==> src/rtl/bts_pkg.sv <==
package bts_pkg;

    // Number of sensing channels and width of every count register.
    localparam int unsigned CH_NUM = 8;
    localparam int unsigned CNT_W  = 16;
    localparam int unsigned SEL_W  = $clog2(CH_NUM);

    typedef logic [CNT_W-1:0] count_t;
    typedef logic [SEL_W-1:0] chan_t;

    typedef enum logic {
        PH_SETTLE = 1'b0,
        PH_WINDOW = 1'b1
    } scan_phase_e;

    // One finished channel measurement, valid for a single cycle.
    typedef struct packed {
        logic   vld;
        chan_t  ch;
        count_t cnt;
    } capture_t;

    // Live minus baseline, floored at zero.
    function automatic count_t sat_diff(input count_t live, input count_t base);
        return (live > base) ? count_t'(live - base) : '0;
    endfunction

endpackage

==> src/rtl/bts_edge_sync.sv <==
module bts_edge_sync (
    input  logic clk,
    input  logic rst,
    input  logic osc_async,
    output logic rise_o
);
    // Two synchronizing flops plus one history flop for edge detection.
    logic [2:0] shreg;

    always_ff @(posedge clk) begin
        if (rst) shreg <= '0;
        else     shreg <= {shreg[1:0], osc_async};
    end

    assign rise_o = shreg[1] & ~shreg[2];


    rise_no_repeat_chk: assert property (@(posedge clk) disable iff (rst)
        rise_o |=> !rise_o);

endmodule

==> src/rtl/bts_scan_ctrl.sv <==
module bts_scan_ctrl
    import bts_pkg::*;
#(
    parameter int unsigned WIN_W  = 24,
    parameter int unsigned SETTLE = 6
) (
    input  logic             clk,
    input  logic             rst,
    input  logic             en,
    input  logic             rise_i,
    input  logic [WIN_W-1:0] win_len_i,
    output chan_t            sel_o,
    output capture_t         cap_o
);
    localparam logic [WIN_W-1:0] SETTLE_LAST = WIN_W'(SETTLE - 1);
    localparam chan_t            CH_LAST     = chan_t'(CH_NUM - 1);

    scan_phase_e      phase_q;
    logic [WIN_W-1:0] timer_q;
    logic [WIN_W-1:0] win_lim_q;
    count_t           acc_q;
    count_t           acc_nxt;

    // Edge accumulation saturates instead of wrapping.
    always_comb begin
        acc_nxt = acc_q;
        if (rise_i && (acc_q != '1)) acc_nxt = acc_q + count_t'(1);
    end

    always_ff @(posedge clk) begin
        if (rst || !en) begin
            phase_q   <= PH_SETTLE;
            timer_q   <= '0;
            win_lim_q <= WIN_W'(1);
            acc_q     <= '0;
            sel_o     <= '0;
            cap_o     <= '0;
        end else begin
            cap_o.vld <= 1'b0;
            unique case (phase_q)
                PH_SETTLE: begin
                    if (timer_q == SETTLE_LAST) begin
                        phase_q   <= PH_WINDOW;
                        timer_q   <= '0;
                        acc_q     <= '0;
                        win_lim_q <= (win_len_i == '0) ? WIN_W'(1) : win_len_i;
                    end else begin
                        timer_q <= timer_q + WIN_W'(1);
                    end
                end
                PH_WINDOW: begin
                    if (timer_q == win_lim_q - WIN_W'(1)) begin
                        cap_o.vld <= 1'b1;
                        cap_o.ch  <= sel_o;
                        cap_o.cnt <= acc_nxt;
                        sel_o     <= (sel_o == CH_LAST) ? '0 : sel_o + chan_t'(1);
                        phase_q   <= PH_SETTLE;
                        timer_q   <= '0;
                    end else begin
                        timer_q <= timer_q + WIN_W'(1);
                        acc_q   <= acc_nxt;
                    end
                end
                default: phase_q <= PH_SETTLE;
            endcase
        end
    end


    sel_order_chk: assert property (@(posedge clk) disable iff (rst)
        (en && $past(en) && (sel_o != $past(sel_o))) |->
            (sel_o == chan_t'($past(sel_o) + 1'b1)));


    idle_no_capture_chk: assert property (@(posedge clk) disable iff (rst)
        !$past(en) |-> (!cap_o.vld && (sel_o == '0)));

endmodule

==> src/rtl/bts_rank.sv <==
module bts_rank
    import bts_pkg::*;
(
    input  logic                    clk,
    input  logic                    rst,
    input  logic                    cal_i,
    input  capture_t                cap_i,
    output logic [CH_NUM*CNT_W-1:0] delta_o,
    output chan_t                   hot_o,
    output logic                    done_o
);
    localparam chan_t CH_LAST = chan_t'(CH_NUM - 1);

    count_t diff  [CH_NUM];
    count_t live  [CH_NUM];
    count_t pub_q [CH_NUM];
    logic   pend_q;
    chan_t  best;
    count_t best_val;

    // Per-channel baseline and live register files.
    for (genvar gi = 0; gi < CH_NUM; gi++) begin : g_ch
        count_t base_q, live_q;
        always_ff @(posedge clk) begin
            if (rst) begin
                base_q <= '0;
                live_q <= '0;
            end else if (cap_i.vld && (cap_i.ch == chan_t'(gi))) begin
                if (cal_i) base_q <= cap_i.cnt;
                else       live_q <= cap_i.cnt;
            end
        end
        assign diff[gi] = sat_diff(live_q, base_q);
        assign live[gi] = live_q;
        assign delta_o[gi*CNT_W +: CNT_W] = pub_q[gi];


        delta_floor_chk: assert property (@(posedge clk) disable iff (rst)
            done_o |-> (pub_q[gi] <= live[gi]));


        hot_max_chk: assert property (@(posedge clk) disable iff (rst)
            done_o |-> (pub_q[hot_o] >= pub_q[gi]));


        hot_tie_chk: assert property (@(posedge clk) disable iff (rst)
            (done_o && (hot_o > chan_t'(gi))) |-> (pub_q[gi] < pub_q[hot_o]));
    end

    // Linear scan with strict compare: the lowest index keeps a tie.
    always_comb begin
        best     = '0;
        best_val = diff[0];
        for (int i = 1; i < CH_NUM; i++) begin
            if (diff[i] > best_val) begin
                best_val = diff[i];
                best     = chan_t'(i);
            end
        end
    end

    always_ff @(posedge clk) begin
        if (rst) begin
            pend_q <= 1'b0;
            done_o <= 1'b0;
            hot_o  <= '0;
            for (int i = 0; i < CH_NUM; i++) pub_q[i] <= '0;
        end else begin
            pend_q <= cap_i.vld && (cap_i.ch == CH_LAST);
            done_o <= pend_q;
            if (pend_q) begin
                hot_o <= best;
                for (int i = 0; i < CH_NUM; i++) pub_q[i] <= diff[i];
            end
        end
    end


    done_single_chk: assert property (@(posedge clk) disable iff (rst)
        done_o |=> !done_o);


    hold_between_chk: assert property (@(posedge clk) disable iff (rst)
        !done_o |-> $stable(hot_o));

endmodule

==> src/rtl/bank_thermo_scan.sv <==
module bank_thermo_scan
    import bts_pkg::*;
#(
    parameter int unsigned WIN_W  = 24,
    parameter int unsigned SETTLE = 6
) (
    input  logic                    clk,
    input  logic                    rst,
    input  logic                    en,
    input  logic                    osc_in,
    input  logic                    cal_mode,
    input  logic [WIN_W-1:0]        win_len,
    output logic [SEL_W-1:0]        sel,
    output logic [CH_NUM*CNT_W-1:0] delta_o,
    output logic [SEL_W-1:0]        hot_idx,
    output logic                    done
);
    logic     rise;
    capture_t cap;
    chan_t    sel_int;
    chan_t    hot_int;

    bts_edge_sync u_sync (
        .clk       (clk),
        .rst       (rst),
        .osc_async (osc_in),
        .rise_o    (rise)
    );

    bts_scan_ctrl #(
        .WIN_W  (WIN_W),
        .SETTLE (SETTLE)
    ) u_scan (
        .clk       (clk),
        .rst       (rst),
        .en        (en),
        .rise_i    (rise),
        .win_len_i (win_len),
        .sel_o     (sel_int),
        .cap_o     (cap)
    );

    bts_rank u_rank (
        .clk     (clk),
        .rst     (rst),
        .cal_i   (cal_mode),
        .cap_i   (cap),
        .delta_o (delta_o),
        .hot_o   (hot_int),
        .done_o  (done)
    );

    assign sel     = sel_int;
    assign hot_idx = hot_int;

endmodule

==> config.mk <==
export PLATFORM = sky130hd
export DESIGN_NAME = bank_thermo_scan
export DESIGN_NICKNAME = d
export VERILOG_FILES = /design/src/rtl/bts_pkg.sv /design/src/rtl/bts_edge_sync.sv /design/src/rtl/bts_scan_ctrl.sv /design/src/rtl/bts_rank.sv /design/src/rtl/bank_thermo_scan.sv
export SDC_FILE = /design/constraint.sdc
export NUM_CORES = 2
export LEC_CHECK = 0
export BUFFER_PORTS_ARGS = -buffer_cell sky130_fd_sc_hd__buf_2
export CORE_ASPECT_RATIO = 0.6
export CORE_MARGIN = 2
export CORE_UTILIZATION = 50
export CTS_BUF_LIST = sky130_fd_sc_hd__clkbuf_4
export CTS_CLUSTER_DIAMETER = 80
export CTS_CLUSTER_SIZE = 8
export DETAILED_ROUTE_END_ITERATION = 10
export PLACE_DENSITY_LB_ADDON = 0.08
export SLEW_MARGIN = 40
export SYNTH_ARGS = -nofsm -noshare
export SYNTH_HDL_FRONTEND = slang
export SYNTH_SLANG_ARGS = --single-unit
==> constraint.sdc <==
create_clock -name clk -period 21.3 [get_ports clk]
set_input_delay 2.13 -clock clk [delete_from_list [all_inputs] [get_ports clk]]
set_output_delay 2.13 -clock clk [all_outputs]
set_load 0.005 [all_outputs]
# == Yosys cells after proc, flatten, opt, wreduce, memory -nomap -nowiden ==
# Memory sizes are Yosys's and may differ from the RTL's.
# Cells that the tools add are included.
# classes
n_lt_le_gt_ge,15
reduce_logical,33
n_bitwise,12
add_sub_neg,12
mux,47
eq_ne,13
# ops
operator,count
16-bit 2-to-1 mux,25
16-bit greater-than comparator,15
16-bit subtractor,8
24-bit 2-to-1 mux,3
24-bit case mux with 2 select lines,1
2-bit AND reduction,19
16-bit case mux with 2 select lines,1
"24-bit by 1-bit adder with 24-bit output, second input constant",1
24-bit equality test,1
"24-bit by 3-bit equality test with 1-bit output, second input constant",1
24-bit zero test,1
"24-bit by 1-bit subtractor with 24-bit output, second input constant",1
20-bit 2-to-1 mux,1
"16-bit by 1-bit adder with 16-bit output, second input constant",1
"16-bit inequality test, second input constant",1
"3-bit equality test, second input constant",5
3-bit 2-to-1 mux,5
1-bit logical AND,9
1-bit 2-to-1 mux,8
1-bit OR,8
"3-bit by 2-bit equality test with 1-bit output, second input constant",2
2-bit 2-to-1 mux,2
"3-bit by 1-bit adder with 3-bit output, second input constant",1
"3-bit by 1-bit equality test with 1-bit output, second input constant",1
9 further kinds,11
# totals
register_bits,352
output_inout_bits,135
mem_count,1
elab_cells,161
in_bits,29
mem_bits_rw,128
# mem_list
memory,words,width,rd,rd_ports_with_merged_regs,wr,line_no,source
u_rank.pub_q,8,16,8,0,8,bts_rank.sv:16,count_t pub_q [CH_NUM];

# == Logic depth before layout (Yosys ltp) ==
# depth
ltp_word,16
ltp_mapped,88
ltp_nobuf,82

# == Cells and area by module ==
# A second synthesis with hierarchy kept.
# hier_totals
cells_unflattened,3621
hier_area_um2,29409.5
# by_module_without_submodules
module,area_per_inst_um2,seq_area_each_um2,instances,cells_each
bts_rank,24511.0,9068.7,1,3060
bts_scan_ctrl,4810.9,1761.7,1,554
bts_edge_sync,87.6,60.1,1,7

# == Worst setup path after synthesis ==
# No wires, ideal clock.
# synth_path
path_kind,flip-flop to flip-flop
startpoint,reg u_rank.g_ch[1].live_q[0]
endpoint,reg u_rank.hot_o[2]
setup_ps,209
path_buffers,8
t_arrival_ps,15945
setup_slack_ps,5145
stages_incl_launch_ff,80
period_less_slack_ps,16155
required_ps,21091
cell_sequence,dfxtp_1 -> inv_1 -> ha_1 -> inv_1 -> fa_1 -> nand3_1 -> a21oi_1 -> o21ai_1 -> a21o_1 -> clkbuf_1 -> or4_1 -> nand2_1 -> ha_1 -> and4_1 -> a221oi_1 -> and3_1 -> o2111a_1 -> o31ai_4 -> [... 44 more ...] -> nand2b_1 -> a2111oi_0 -> o21bai_1 -> o21bai_1 -> clkbuf_1 -> o21ai_0 -> a31oi_1 -> ha_1 -> nor2b_1 -> o21a_1 -> o21a_1 -> o21a_1 -> o21ai_0 -> a21oi_1 -> o31ai_1 -> nand3_1 -> nand2_1 -> o21ai_0
# synth_rtl
item,line_no,source
"start, declared",bts_rank.sv:23,"count_t base_q, live_q;"
"start signal, assigned",bts_rank.sv:30,else live_q <= cap_i.cnt;
"end signal, assigned",bts_rank.sv:72,hot_o <= best;
"end, declared",bts_rank.sv:9,"output chan_t hot_o,"

# == Worst setup path in the final report ==
# layout_path
startpoint,reg u_rank.g_ch[0].live_q[0]
endpoint,reg u_rank.hot_o[1]
# layout_between
elab_chain_len,16
word_cells_on_any_way,22
classes_between,1 x add/sub; 8 x order compare; 13 x mux
# layout_rtl
item,line_no,source
"start, declared",bts_rank.sv:23,
"start signal, assigned",bts_rank.sv:30,
16-bit subtractor / 16-bit greater-than comparator (equally long branches),bts_pkg.sv:25,return (live > base) ? count_t'(live - base) : '0;
16-bit 2-to-1 mux (*),bts_pkg.sv:25,
16-bit greater-than comparator,bts_rank.sv:55,if (diff[i] > best_val) begin
16-bit 2-to-1 mux (*),bts_rank.sv:55,
16-bit greater-than comparator,bts_rank.sv:55,
16-bit 2-to-1 mux,bts_rank.sv:55,
16-bit greater-than comparator,bts_rank.sv:55,
16-bit 2-to-1 mux,bts_rank.sv:55,
16-bit greater-than comparator,bts_rank.sv:55,
16-bit 2-to-1 mux,bts_rank.sv:55,
16-bit greater-than comparator,bts_rank.sv:55,
16-bit 2-to-1 mux,bts_rank.sv:55,
16-bit greater-than comparator,bts_rank.sv:55,
16-bit 2-to-1 mux,bts_rank.sv:55,
16-bit greater-than comparator,bts_rank.sv:55,
3-bit 2-to-1 mux (*),bts_rank.sv:55,
# Mark *: on every way between the ends. The rest lies on a longest branch, timed or not.
# A chain may end at the register's enable or synchronous reset.

==> run_results.csv <==
group,metric,value,unit
pwr,vdd_drop_max,46.2,uV
job,cap_violations,0,
critical_path,startpoint_type,"register",
routing,drt-initial-drc-count,3020,
timing,fin_crit,19920,ps
global_routing,grt_pass1_vias,24419,
floorplan,rows,69,
synthesis,synth_area,0.0297,mm^2
global_routing,antenna_found_initial,3,
pwr,finalPower,1.55,mW
synthesis,synth_ff_type,"dfxtp_1",
timing,timing.clock.skew,85.6,ps
cells_and_area,post-route-util,54.4,%
cells_and_area,synthToLayoutAreaGrowth,8.00,%
cells_and_area,final_layout_size_suffix_gt1_share,10.8,%
hold_path,hp-class,"reg -> reg",
clocking,cts_hold_buf,0,
floorplan,die_h,193,um
critical_path,worst-path-max-fanout,24,
global_routing,grt_max_degree,212,
clocking,clock-root-buffer,"clkbuf_4",
timing,fin_setup_tns,0,ps
synthesis,ys_seq_area_share,36.7,%
critical_path,path_class,"reg -> reg",
critical_path,cpPeakStageDelay,770,ps
timing,maxSlewHeadroom,40.6,%
synthesis,synth_area_leaders,"dfxtp_1, edfxtp_1, ha_1, nand2_1, a21oi_1",
routing,drt_first_pass_iters,6,
timing,hold_viol,0,
synthesis,ys_warn_count,0,
synthesis,yosysMostFrequentCell,"nand2_1",
clocking,cts.sinks,480,
synthesis,syn_avg_cell_area,8.05,um^2
synthesis,synth_nets,3969,
timing,finalCritPeriodShare,93.5,%
clocking,clockBufferDepth,3,
status,status,"completed",
synthesis,synthArstFlopShare,0,%
global_routing,grt_first_pass_wirelength,151,mm
timing,clock.fmax,50.2,MHz
pwr,total_leakage_power,12.6,nW
floorplan,fp.dieW,318,um
floorplan,io-pin-count,164,
synthesis,netlist_instances,3687,
global_routing,grt_usage,32.4,%
pwr,power.density,48.5,mW/mm^2
routing,wirelength,101,mm
placement,dp_hpwl,75.5,mm
clocking,cts_tree,"built",
global_routing,grt_remaining_overflow,0,
routing,ant_nets,0,
timing,worst_pin_slew,891,ps
placement,pre_cts_ws,1940,ps
floorplan,start_util,50.4,%
clocking,cts.repair.resized,0,
clocking,clk_transition_reported_paths,130,ps
floorplan,die_area,0.0614,mm^2
critical_path,worst_path_max_delay_cell,"mux2i_1",
timing,slew_violations,0,
synthesis,ys_types,101,
timing,setup_viol,0,
routing,wl_per_cell,22.0,um
clocking,htreeDepth,3,
timing,layout_setup_ws,1380,ps
clocking,cts_inserted_buffers,69,
routing,vias,27173,
placement,port_buffers,163,
critical_path,critPathArrivalTime,20680,ps
synthesis,synth_top_area_cell,"dfxtp_1",
cells_and_area,fin_nets,4068,
synthesis,synthDominantCellAreaShare,23.8,%
clocking,clk-insertion-delay-late,950,ps
synthesis,ys_ff_latch,480,
clocking,post-cts-setup-buffers,0,
critical_path,required,22060,ps
floorplan,core,0.0589,mm^2
synthesis,synth_edf_count,128,
synthesis,synthTopCellsByCount,"nand2_1, a21oi_1, dfxtp_1, nor2_1, inv_1",
timing,rsz0062_at_grt,"false",
routing,vias_per_cell,5.90,
critical_path,cp-end-kind,"register",
routing,drc_errors,0,
placement,gp_congestion,0.997,
critical_path,critPathMostFrequentCell,"ha_1",
[stage by stage]
stage | cells | cell area, um^2 | hold slack, ps
floorplan | 3687 | 29700 | 414
detailed placement | 4494 | 31100 | 429
CTS | 4594 | 31900 | 448
global placement | 4493 | 31100 | 418
global route | 4604 | 32000 | 460
finish | 4605 | 32000 | 445
[worst max-delay path: cells and delay by family (launching register included)]
kind	cells	cell delay, ps
compound gates	33	8720
fa+ha+maj	9	2490
buf+inv	7	1530
flops	1	340
mux	2	1160
simple gates	24	5490
[path summary, 6_finish.rpt]
path                                                             from                           end  slack (ps)  depth (start not counted)
worst max-delay path            u_rank.g_ch[0].live_q[0]$_SDFFE_PP0P_  u_rank.hot_o[1]$_SDFFE_PP0P_        1380                         75
worst min-delay path                       u_sync.shreg[0]$_SDFF_PP0_    u_sync.shreg[1]$_SDFF_PP0_         450                          1
worst max register to register  u_rank.g_ch[0].live_q[0]$_SDFFE_PP0P_  u_rank.hot_o[1]$_SDFFE_PP0P_        1380                         75
worst min register to register             u_sync.shreg[0]$_SDFF_PP0_    u_sync.shreg[1]$_SDFF_PP0_         450                          1
[layout by cell type (no fill, tap or decap), types with 41 or more instances in the layout]
master      n
dfxtp_1   347
a21o_1     63
nand2_1   675
mux2i_1    53
edfxtp_1  128
nor2b_1    41
buf_2     162
a21oi_1   412
nand4_1    56
nor3_1     74
xnor2_1   102
xor2_1     43
and3_1     43
nor2_1    299
clkbuf_4   95
o21ai_0   113
ha_1      245
nand3_1    60
inv_1     251
[per-layer routing]
metal  part of all wire (%)  wire length, um  global-route usage [%]
met5                 0.0079                8                       0
met2                     35            36000                    39.7
met3                     11            10700                    8.93
met1                     52            52500                    53.1
met4                    2.1             2180                    7.84
[registers in the layout, summed over array words and instances (netlist names)]
| register | flops |
|---|---|
| u_rank.g_ch.live_q | 128 |
| u_scan.timer_q | 24 |
| u_rank.g_ch.base_q | 128 |
| u_scan.cap_o | 20 |
| u_scan.sel_o | 3 |
| u_rank.pub_q | 128 |
| u_scan.phase_q | 1 |
| u_rank.done_o | 1 |
| u_rank.pend_q | 1 |
| u_scan.acc_q | 16 |
| u_rank.hot_o | 3 |
| u_scan.win_lim_q | 24 |
| u_sync.shreg | 3 |
[kinds of logic after synthesis]
logic type / count (synthesis) / share of synthesized area (%)
compound gates: 834 / 17.2
xor+xnor: 147 / 4.34
fa+ha+maj: 253 / 10.9
buf+inv: 427 / 5.55
flops: 480 / 36.7
mux: 75 / 2.62
simple gates: 1471 / 22.7
[final cells by class]
class                      instances  area (um^2)
timing repair buffer             203         1160
fill                            5584        26800
antenna                            9         22.5
clock buffer                      95          713
inverter                         252          946
multi-input combinational       2780        17200
tap                              781          977
clock inverter                     5         83.8
sequential                       480        10900
[report_power, final]
part           internal, mW  leakage (nW)  switching [mW]
clock network         0.227         0.470           0.345
logic                0.0107          8.02          0.0259
registers             0.942          4.16         0.00291
(Power assumes the default switching activity.)
